===== src/rtl/gpa_pkg.sv =====
package gpa_pkg;
    localparam int MAX_CH  = 32;
    localparam int NUM_LVL = 4;
    localparam int IDX_W   = 5;
    localparam int STAT_W  = 32;

    typedef enum logic [0:0] {
        ARB_IDLE  = 1'b0,
        ARB_GRANT = 1'b1
    } arb_state_e;

    // level of a channel: bits 3:2 of its index
    function automatic logic [1:0] ch_level(input int idx);
        return 2'((idx & 15) >> 2);
    endfunction
endpackage


===== src/rtl/gpa_level_pick.sv =====
module gpa_level_pick
    import gpa_pkg::*;
#(
    parameter int NUM_CH = 32,
    parameter int LVL    = 0
) (
    input  logic [NUM_CH-1:0] req,
    output logic              hit,
    output logic [IDX_W-1:0]  idx
);
    // scan from high to low so the lowest index in this level ends up held
    always_comb begin
        hit = 1'b0;
        idx = '0;
        for (int i = NUM_CH - 1; i >= 0; i--) begin
            if (req[i] && (ch_level(i) == 2'(LVL))) begin
                hit = 1'b1;
                idx = IDX_W'(i);
            end
        end
    end
endmodule


===== src/rtl/gpa_irq_gather.sv =====
module gpa_irq_gather
    import gpa_pkg::*;
#(
    parameter int NUM_CH = 32
) (
    input  logic              clk,
    input  logic              rst_n,
    input  logic [NUM_CH-1:0] irq_src,
    output logic [STAT_W-1:0] status
);
    logic [STAT_W-1:0] status_q;

    always_ff @(posedge clk) begin
        if (!rst_n) status_q <= '0;
        else        status_q <= STAT_W'(irq_src);
    end

    assign status = status_q;


    quiet_src_clears_chk: assert property (@(posedge clk) disable iff (!rst_n)
        (irq_src == '0) |=> (status == '0));
endmodule


===== src/rtl/grp_prio_arbiter.sv =====
module grp_prio_arbiter
    import gpa_pkg::*;
#(
    parameter int NUM_CH = 32
) (
    input  logic              clk,
    input  logic              rst_n,
    input  logic [NUM_CH-1:0] req_in,
    input  logic [NUM_CH-1:0] irq_src,
    output logic [NUM_CH-1:0] grant,
    output logic [IDX_W-1:0]  grant_idx,
    output logic              grant_vld,
    output logic [STAT_W-1:0] irq_status
);
    logic [NUM_LVL-1:0] lvl_hit;
    logic [IDX_W-1:0]   lvl_idx [NUM_LVL];

    for (genvar l = 0; l < NUM_LVL; l++) begin : g_lvl
        gpa_level_pick #(.NUM_CH(NUM_CH), .LVL(l)) u_pick (
            .req (req_in),
            .hit (lvl_hit[l]),
            .idx (lvl_idx[l])
        );
    end

    logic             win_hit;
    logic [IDX_W-1:0] win_idx;

    // the lowest level that has a hit wins
    always_comb begin
        win_hit = 1'b0;
        win_idx = '0;
        for (int l = NUM_LVL - 1; l >= 0; l--) begin
            if (lvl_hit[l]) begin
                win_hit = 1'b1;
                win_idx = lvl_idx[l];
            end
        end
    end

    arb_state_e state_q, state_d;

    always_comb begin
        state_d = win_hit ? ARB_GRANT : ARB_IDLE;
    end

    always_ff @(posedge clk) begin
        if (!rst_n) state_q <= ARB_IDLE;
        else        state_q <= state_d;
    end

    logic [NUM_CH-1:0] grant_q;
    logic [IDX_W-1:0]  idx_q;

    always_ff @(posedge clk) begin
        if (!rst_n) begin
            grant_q <= '0;
            idx_q   <= '0;
        end else begin
            unique case (state_d)
                ARB_IDLE: begin
                    grant_q <= '0;
                    idx_q   <= '0;
                end
                ARB_GRANT: begin
                    for (int i = 0; i < NUM_CH; i++)
                        grant_q[i] <= (win_idx == IDX_W'(i));
                    idx_q <= win_idx;
                end
                default: begin
                    grant_q <= '0;
                    idx_q   <= '0;
                end
            endcase
        end
    end

    assign grant     = grant_q;
    assign grant_idx = idx_q;
    assign grant_vld = (state_q == ARB_GRANT);

    gpa_irq_gather #(.NUM_CH(NUM_CH)) u_irq (
        .clk     (clk),
        .rst_n   (rst_n),
        .irq_src (irq_src),
        .status  (irq_status)
    );


    grant_onehot_chk: assert property (@(posedge clk) disable iff (!rst_n)
        $onehot0(grant));


    vld_matches_grant_chk: assert property (@(posedge clk) disable iff (!rst_n)
        grant_vld == (grant != '0));


    req_gets_grant_chk: assert property (@(posedge clk) disable iff (!rst_n)
        (req_in != '0) |=> (grant_vld && grant[grant_idx]));


    no_req_idle_chk: assert property (@(posedge clk) disable iff (!rst_n)
        (req_in == '0) |=> (!grant_vld && grant_idx == '0));
endmodule


===== config.mk =====
export PLATFORM = sky130hd
export DESIGN_NAME = grp_prio_arbiter
export DESIGN_NICKNAME = d
export VERILOG_FILES = /design/src/rtl/gpa_pkg.sv /design/src/rtl/gpa_level_pick.sv /design/src/rtl/gpa_irq_gather.sv /design/src/rtl/grp_prio_arbiter.sv
export SDC_FILE = /design/constraint.sdc
export NUM_CORES = 1
export LEC_CHECK = 0
export ABC_AREA = 1
export BUFFER_PORTS_ARGS = -buffer_cell sky130_fd_sc_hd__buf_2
export CORE_MARGIN = 2
export CORE_UTILIZATION = 30
export DETAILED_ROUTE_END_ITERATION = 6
export PLACE_DENSITY = 0.58
export SETUP_SLACK_MARGIN = 0.2
export SYNTH_ARGS = -nofsm -noshare
export SYNTH_HDL_FRONTEND = slang
export SYNTH_SLANG_ARGS = --single-unit

===== constraint.sdc =====
create_clock -name clk -period 1.5 [get_ports clk]
set_input_delay 0 -clock clk [delete_from_list [all_inputs] [get_ports clk]]
set_output_delay 0 -clock clk [all_outputs]
set_load 0.005 [all_outputs]

==> results of run 1 <==
worst paths after layout:
kind,endpoint,from,depth (start not counted)
worst max-delay path,grant[29],req_in[11],12
worst min-delay path,grant_idx[3],rst_n,3
through the flow:
| stage | utilization [%] | instances |
|---|---|---|
| 6_report | 46.0 | 624 |
| 2_1_floorplan | - | 338 |
| 3_3_place_gp | 39.9 | 576 |
| 5_1_grt | 46.0 | 624 |
| 3_5_place_dp | 39.9 | 576 |
| 4_1_cts | 46.0 | 624 |
cell families after synthesis:
logic type	after synthesis
and+or+nand+nor	174
DFF	70
buffers and inverters	85
AOI/OAI and AO/OA	9
metal layers:
layer / vias up / wire [um] / track usage [%]
met5: - / 0 / 0
met4: 0 / 239 / 6.95
met3: 21 / 419 / 4.33
met2: 83 / 3500 / 24.7
met1: 1108 / 2810 / 16.7
li1: 1329 / - / -
timing repair:
| item | CTS | global route |
|---|---|---|
| gates resized for setup | 0 | 0 |
| hold endpoints to repair | 32 | 0 |
| hold buffers | 32 | 0 |
sequential cells by signal, indices dropped and copies added, names as in the netlist:
register,flops
grant_vld,1
grant,32
grant_idx,5
u_irq.status,32
power by group:
part | internal, uW | switching [uW] | total, uW
Combinational | 213 | 217 | 430
Sequential | 1910 | 14.2 | 1930
Clock | 933 | 683 | 1620
Total | 3060 | 914 | 3970
cell usage in the layout (no fill, tap or decap), types with 3 or more instances in the layout:
cell type,n
clkbuf_8,9
o21ai_0,4
nand2_4,5
inv_1,70
nor2_2,15
dfxtp_1,70
nor2_4,3
dlygate4sd3_1,32
nor2_1,37
nand4_1,8
inv_2,7
nand3_2,6
nand2_1,77
buf_2,135
nand3_1,9
nand2_2,8
critical path, stage by stage:
cell and delay (ps):
buf_2 110, nor2_2 150, nand2_1 130, nor2_4 130, nand2_2 100, nor2_2 80, nand2_1 70, nand2_2 90
nand2_4 110, nand2_8 110, nand3_1 110, nor2_1 130
cell type report:
cell class	count	area (sq um)
multi-input combinational	183	962
timing repair buffer	168	1000
inverter	79	299
tap	108	135
clock inverter	6	86.3
fill	853	4710
sequential	70	1400
clock buffer	10	128
==> summary.md, run 1 <==
| Metric | Value |
|---|---|
| Status | `finished, final reports clean` |
| Synth cell types | `26` |
| Synth Area in Compound Gates | `2.49%` |
| MaxCap Viol Count | `0` |
| Setup_tns | `0 ps` |
| Leakage power total | `approximately 0.0023 uW` |
| Clock buffer depth | `2` |
| Via density | `around 4.1` |
| Min-delay worst type | `in -> reg` |
| Routed wire per std cell | `11.2 um` |
| Setup ws final | `444 ps` |
| Die X | `99.0 um` |
| Core Region | `between 0.008 and 0.009 sq mm` |
| Pin count of the biggest net entering global routing | `33` |
| Post-DRT Antenna Nets | `0` |
| Hold WS | `between 9 and 10 ps` |
| Commonest cells in the netlist | `nand2_1 (77), dfxtp_1 (70), inv_1 (70)` |
| Adder-cell share of the synthesized area | `0%` |
| Post-Synthesis Cell Area | `0.00271 sq mm` |
| Final Hold Fails | `0` |
| Final Power | `between 3000 and 4000 uW` |
| # setup viols final | `0` |
| Ys async rst share | `0%` |
| RSZ-0062 raised after global routing | `false` |
| Post-synthesis mux area share | `0%` |
| Die area | `about 0.0098 sq mm` |
| Share of the synthesized area in the top cell type | `51.7%` |
| Final instance area | `around 0.004 sq mm` |
| Vias | `2541` |
| Period utilisation layout | `approximately 70%` |
| Slew Viols, Final | `0` |
| Worst setup path class | `in -> reg` |
| First-pass GRT wire length | `roughly 11000 um` |
| Cells after synthesis | `338` |
| Clk pin slew, worst setup/hold paths | `70 ps` |
| # rows | `34` |
| Nets | `approximately 580` |
| Detailed-route wire length | `6980 um` |
| Startpoint Class | `primary input` |
| Layout area overhead | `48.2%` |
| Most frequent cell after synthesis | `nand2_1` |
| GRT Util Overall | `14.6%` |
| Share of layout cells above drive strength 1 | `39.1%` |
| Initial antenna violation count | `0` |
| Chip height | `a little under 100 um` |
| VDD IR max | `approximately 410 uV` |
| Req. time, crit path | `1770 ps` |
| H-tree level count | `3` |
| Diodes inserted | `0` |
| Num ports | `136` |
| Xor and xnor area share after synthesis | `0%` |
| Synth Area in Simple Gates | `roughly a third` |
| CTS tree | `done` |
| Vias in the first global route | `2590` |
| Drt pass-1 iters | `4` |
| CP arrival | `1320 ps` |
| Pwr Density | `990 mW/mm^2` |
| Slew of the pin with the lowest slew margin | `302 ps` |
| Avg Inst Size Synth | `8.01 sq um` |
| Number of flops mapped to enable cells by yosys | `0` |
| Post-DP Area | `approximately 0.0035 sq mm` |
| Initial DRC count | `just under 80` |
| Max_slew headroom | `79.8%` |
| Synth area leaders | `dfxtp_1 (52%), nand2_1 (11%), inv_1 (9.7%)` |
| Initial Utilization | `31.1%` |
| CTS Buf Count | `9` |
| Primary FF master, synth | `dfxtp_1` |
| Count of input and output buffers | `about 140` |
| Nature of the critical path endpoint | `flip-flop` |
| Dpl ws | `around 120 ps` |
| Mapped Nets | `404` |
| Clock sink total | `70` |
| Crit-path max FO | `10` |
| Crit path time final | `about 1100 ps` |
| Dpl hpwl | `5210 um` |
| Register area share after synthesis | `51.7%` |
| Root Buffer | `clkbuf_8` |
| Gr ovfl total | `0` |
| DRC violations left | `0` |
| FF+latch count, synth | `70` |
| Synth area leader | `dfxtp_1` |
| Postcts setup bufs | `0` |
| Synth Warn # | `0` |
| Main combinational cell family by area after synthesis | `simple AND/OR/NAND/NOR gates` |
| Fmax | `0.947 GHz` |
| Final RePlAce weighted congestion | `0.804` |
Note: power is estimated with default switching activity, not from simulation.
==> run 2: changes to the inputs <==
==> constraint.sdc (replaced) <==
create_clock -name clk -period 1 [get_ports clk]
set_input_delay 0 -clock clk [delete_from_list [all_inputs] [get_ports clk]]
set_output_delay 0 -clock clk [all_outputs]
set_load 0.005 [all_outputs]
==> run 2 against run 1 <==
Compared with the run above: non-clock buffer count is 24 higher; die area unchanged; first-iteration DRC count decreased by 28%; sequential power increased by 50%; total power rose by 61%.
==> summary.md, run 2 (synthesis gave the netlist of run 1 again) <==
| Metric | Value |
|---|---|
| Most frequent cells in the layout | `buf_2 (105), nand2_1 (66), inv_1 (64)` |
| Num ports | `136 (unchanged)` |
| Final Hold Fails | `0 (unchanged)` |
| Startpoint Class | `primary input` |
| Setup_tns | `0 ps (unchanged)` |
| Chip height | `99.0 um (unchanged)` |
| Period utilisation layout | `between 90 and 100%` |
| Final instance area | `0.00474 sq mm (+18%)` |
| H-tree level count | `3 (unchanged)` |
| Drt pass-1 iters | `4 (unchanged)` |
| Routed wire per std cell | `11.8 um (+5.3%)` |
| # setup viols final | `0 (unchanged)` |
| Die area | `0.00981 sq mm (unchanged)` |
| Nature of the critical path endpoint | `flip-flop` |
| Commonest non-fill, non-tap cell in the layout | `buf_2` |
| CTS tree | `done` |
| Clock sink total | `70 (unchanged)` |
| Final RePlAce weighted congestion | `0.771 (-4.2%)` |
| DRC violations left | `0 (unchanged)` |
| Hold WS | `33.4 ps (+23.8 ps)` |
| Vias in the first global route | `2659 (+2.7%)` |
| Core Util, Final | `54.3% (+8.3 points)` |
| Count of input and output buffers | `135 (unchanged)` |
| Layout area overhead | `75.0%` |
| Pwr Density | `1350 mW/mm^2 (+37%)` |
| # rows | `34 (unchanged)` |
| Die X | `99.0 um (unchanged)` |
| Max_slew headroom | `72.6% (-7.1 points)` |
| Diodes inserted | `0 (unchanged)` |
| Fmax | `1.04 GHz` |
| Post-DRT Antenna Nets | `0 (unchanged)` |
| Initial Utilization | `31.1% (unchanged)` |
| CTS Buf Count | `9 (unchanged)` |
| Post-DP Area | `0.00362 sq mm (+4.0%)` |
| Core Region | `0.00872 sq mm (unchanged)` |
| Initial DRC count | `56 (-28%)` |
| Vias | `2707 (+6.5%)` |
| Dpl hpwl | `5170 um (-0.82%)` |
| Pin count of the biggest net entering global routing | `33 (unchanged)` |
| VDD IR max | `575 uV (+42%)` |
| Detailed-route wire length | `7680 um (+10%)` |
| Crit path time final | `between 900 and 1000 ps` |
| Clock buffer depth | `2 (unchanged)` |
| Initial antenna violation count | `0 (unchanged)` |
| FILL cells | `783 (-8.2%)` |
| Nets | `605 (+4.9%)` |
| Crit-path max FO | `7 (-3)` |
| MaxCap Viol Count | `0 (unchanged)` |
| Status | `finished, final reports clean` |
| Req. time, crit path | `1270 ps (-500 ps)` |
| CP arrival | `1230 ps (-90 ps)` |
| Clk pin slew, worst setup/hold paths | `70 ps (about the same)` |
| RSZ-0062 raised after global routing | `true` |
| Slew of the pin with the lowest slew margin | `409 ps (+108 ps)` |
| Share of layout cells above drive strength 1 | `54.8% (+16 points)` |
| Root Buffer | `clkbuf_8` |
| Gr ovfl total | `0 (unchanged)` |
| GRT Util Overall | `15.4% (+0.84 points)` |
| Slew Viols, Final | `0 (unchanged)` |
| Min-delay worst type | `in -> reg` |
| Leakage power total | `0.00256 uW (+9.1%)` |
| First-pass GRT wire length | `11900 um (+5.0%)` |
| Worst setup path class | `in -> reg` |
| Via density | `4.15 (+2.0%)` |
==> run 2: cell count changes in the layout (fill, tap and decap cells not counted), sizes merged, moves of 2 or more <==
| cell | change |
|---|---|
| nand2 | +2 |
| clkinv | -2 |
| buf | +24 |
| nand3 | +2 |
==> run 2: final cells by class <==
cell class,instances,area (sq um),share of cell area [%]
clock buffers,11,131,2.77
clock inverters,5,108,2.27
inverters,79,304,6.41
multi-input cells,187,1230,26.0
flip-flops and latches,70,1440,30.4
well taps,108,135,2.85
repair buffers,192,1390,29.4
==> run 2: final timing paths <==
check / cells past startpoint / endpoint / from
hold / removal: 3 / grant_idx[3] / rst_n
setup / recovery: 11 / grant[19] / req_in[2]
==> run 2: critical path: stages <==
cell     delay [ps]
buf_8           100
nor2_4          130
nand3_4         100
nor2_4          150
inv_4            70
nor2_8          200
nand2_4         100
nand2_8         100
buf_12          110
nand3_2          80
nor2_1           90
==> run 2: layer usage <==
layer | track usage (%) | vias up | share of wire [%]
met5 | 0 | - | 0
met4 | 5.58 | 0 | 2.1
li1 | - | 1393 | -
met2 | 27.4 | 104 | 50
met1 | 17.3 | 1196 | 40
met3 | 4.75 | 14 | 7.9
==> run 2: metrics by stage <==
step / power [uW] / cells / setup slack [ps]
detailed placement: 3540 / 593 / -383
global route: 6710 / 652 / -56.8
floorplan: 3230 / 338 / -85.9
finish: 6410 / 652 / 36.5
CTS: 6400 / 648 / 81.4
global placement: 3530 / 593 / -379
==> run 2: what timing repair did <==
action	4_1_cts	5_1_grt
pin swaps	31	17
endpoints found under the hold margin	32	0
endpoints found under the setup margin	40	73
resized for setup	52	78
cloned	4	0
hold buffers	32	0
setup buffers	3	4
==> run 2: where the power goes <==
part | internal [uW] | leakage [uW] | switching (uW)
Sequential | 2880 | 0.000586 | 24.6
Clock | 1670 | 0.000118 | 995
Combinational | 442 | 0.00186 | 402
Total | 4990 | 0.00256 | 1420
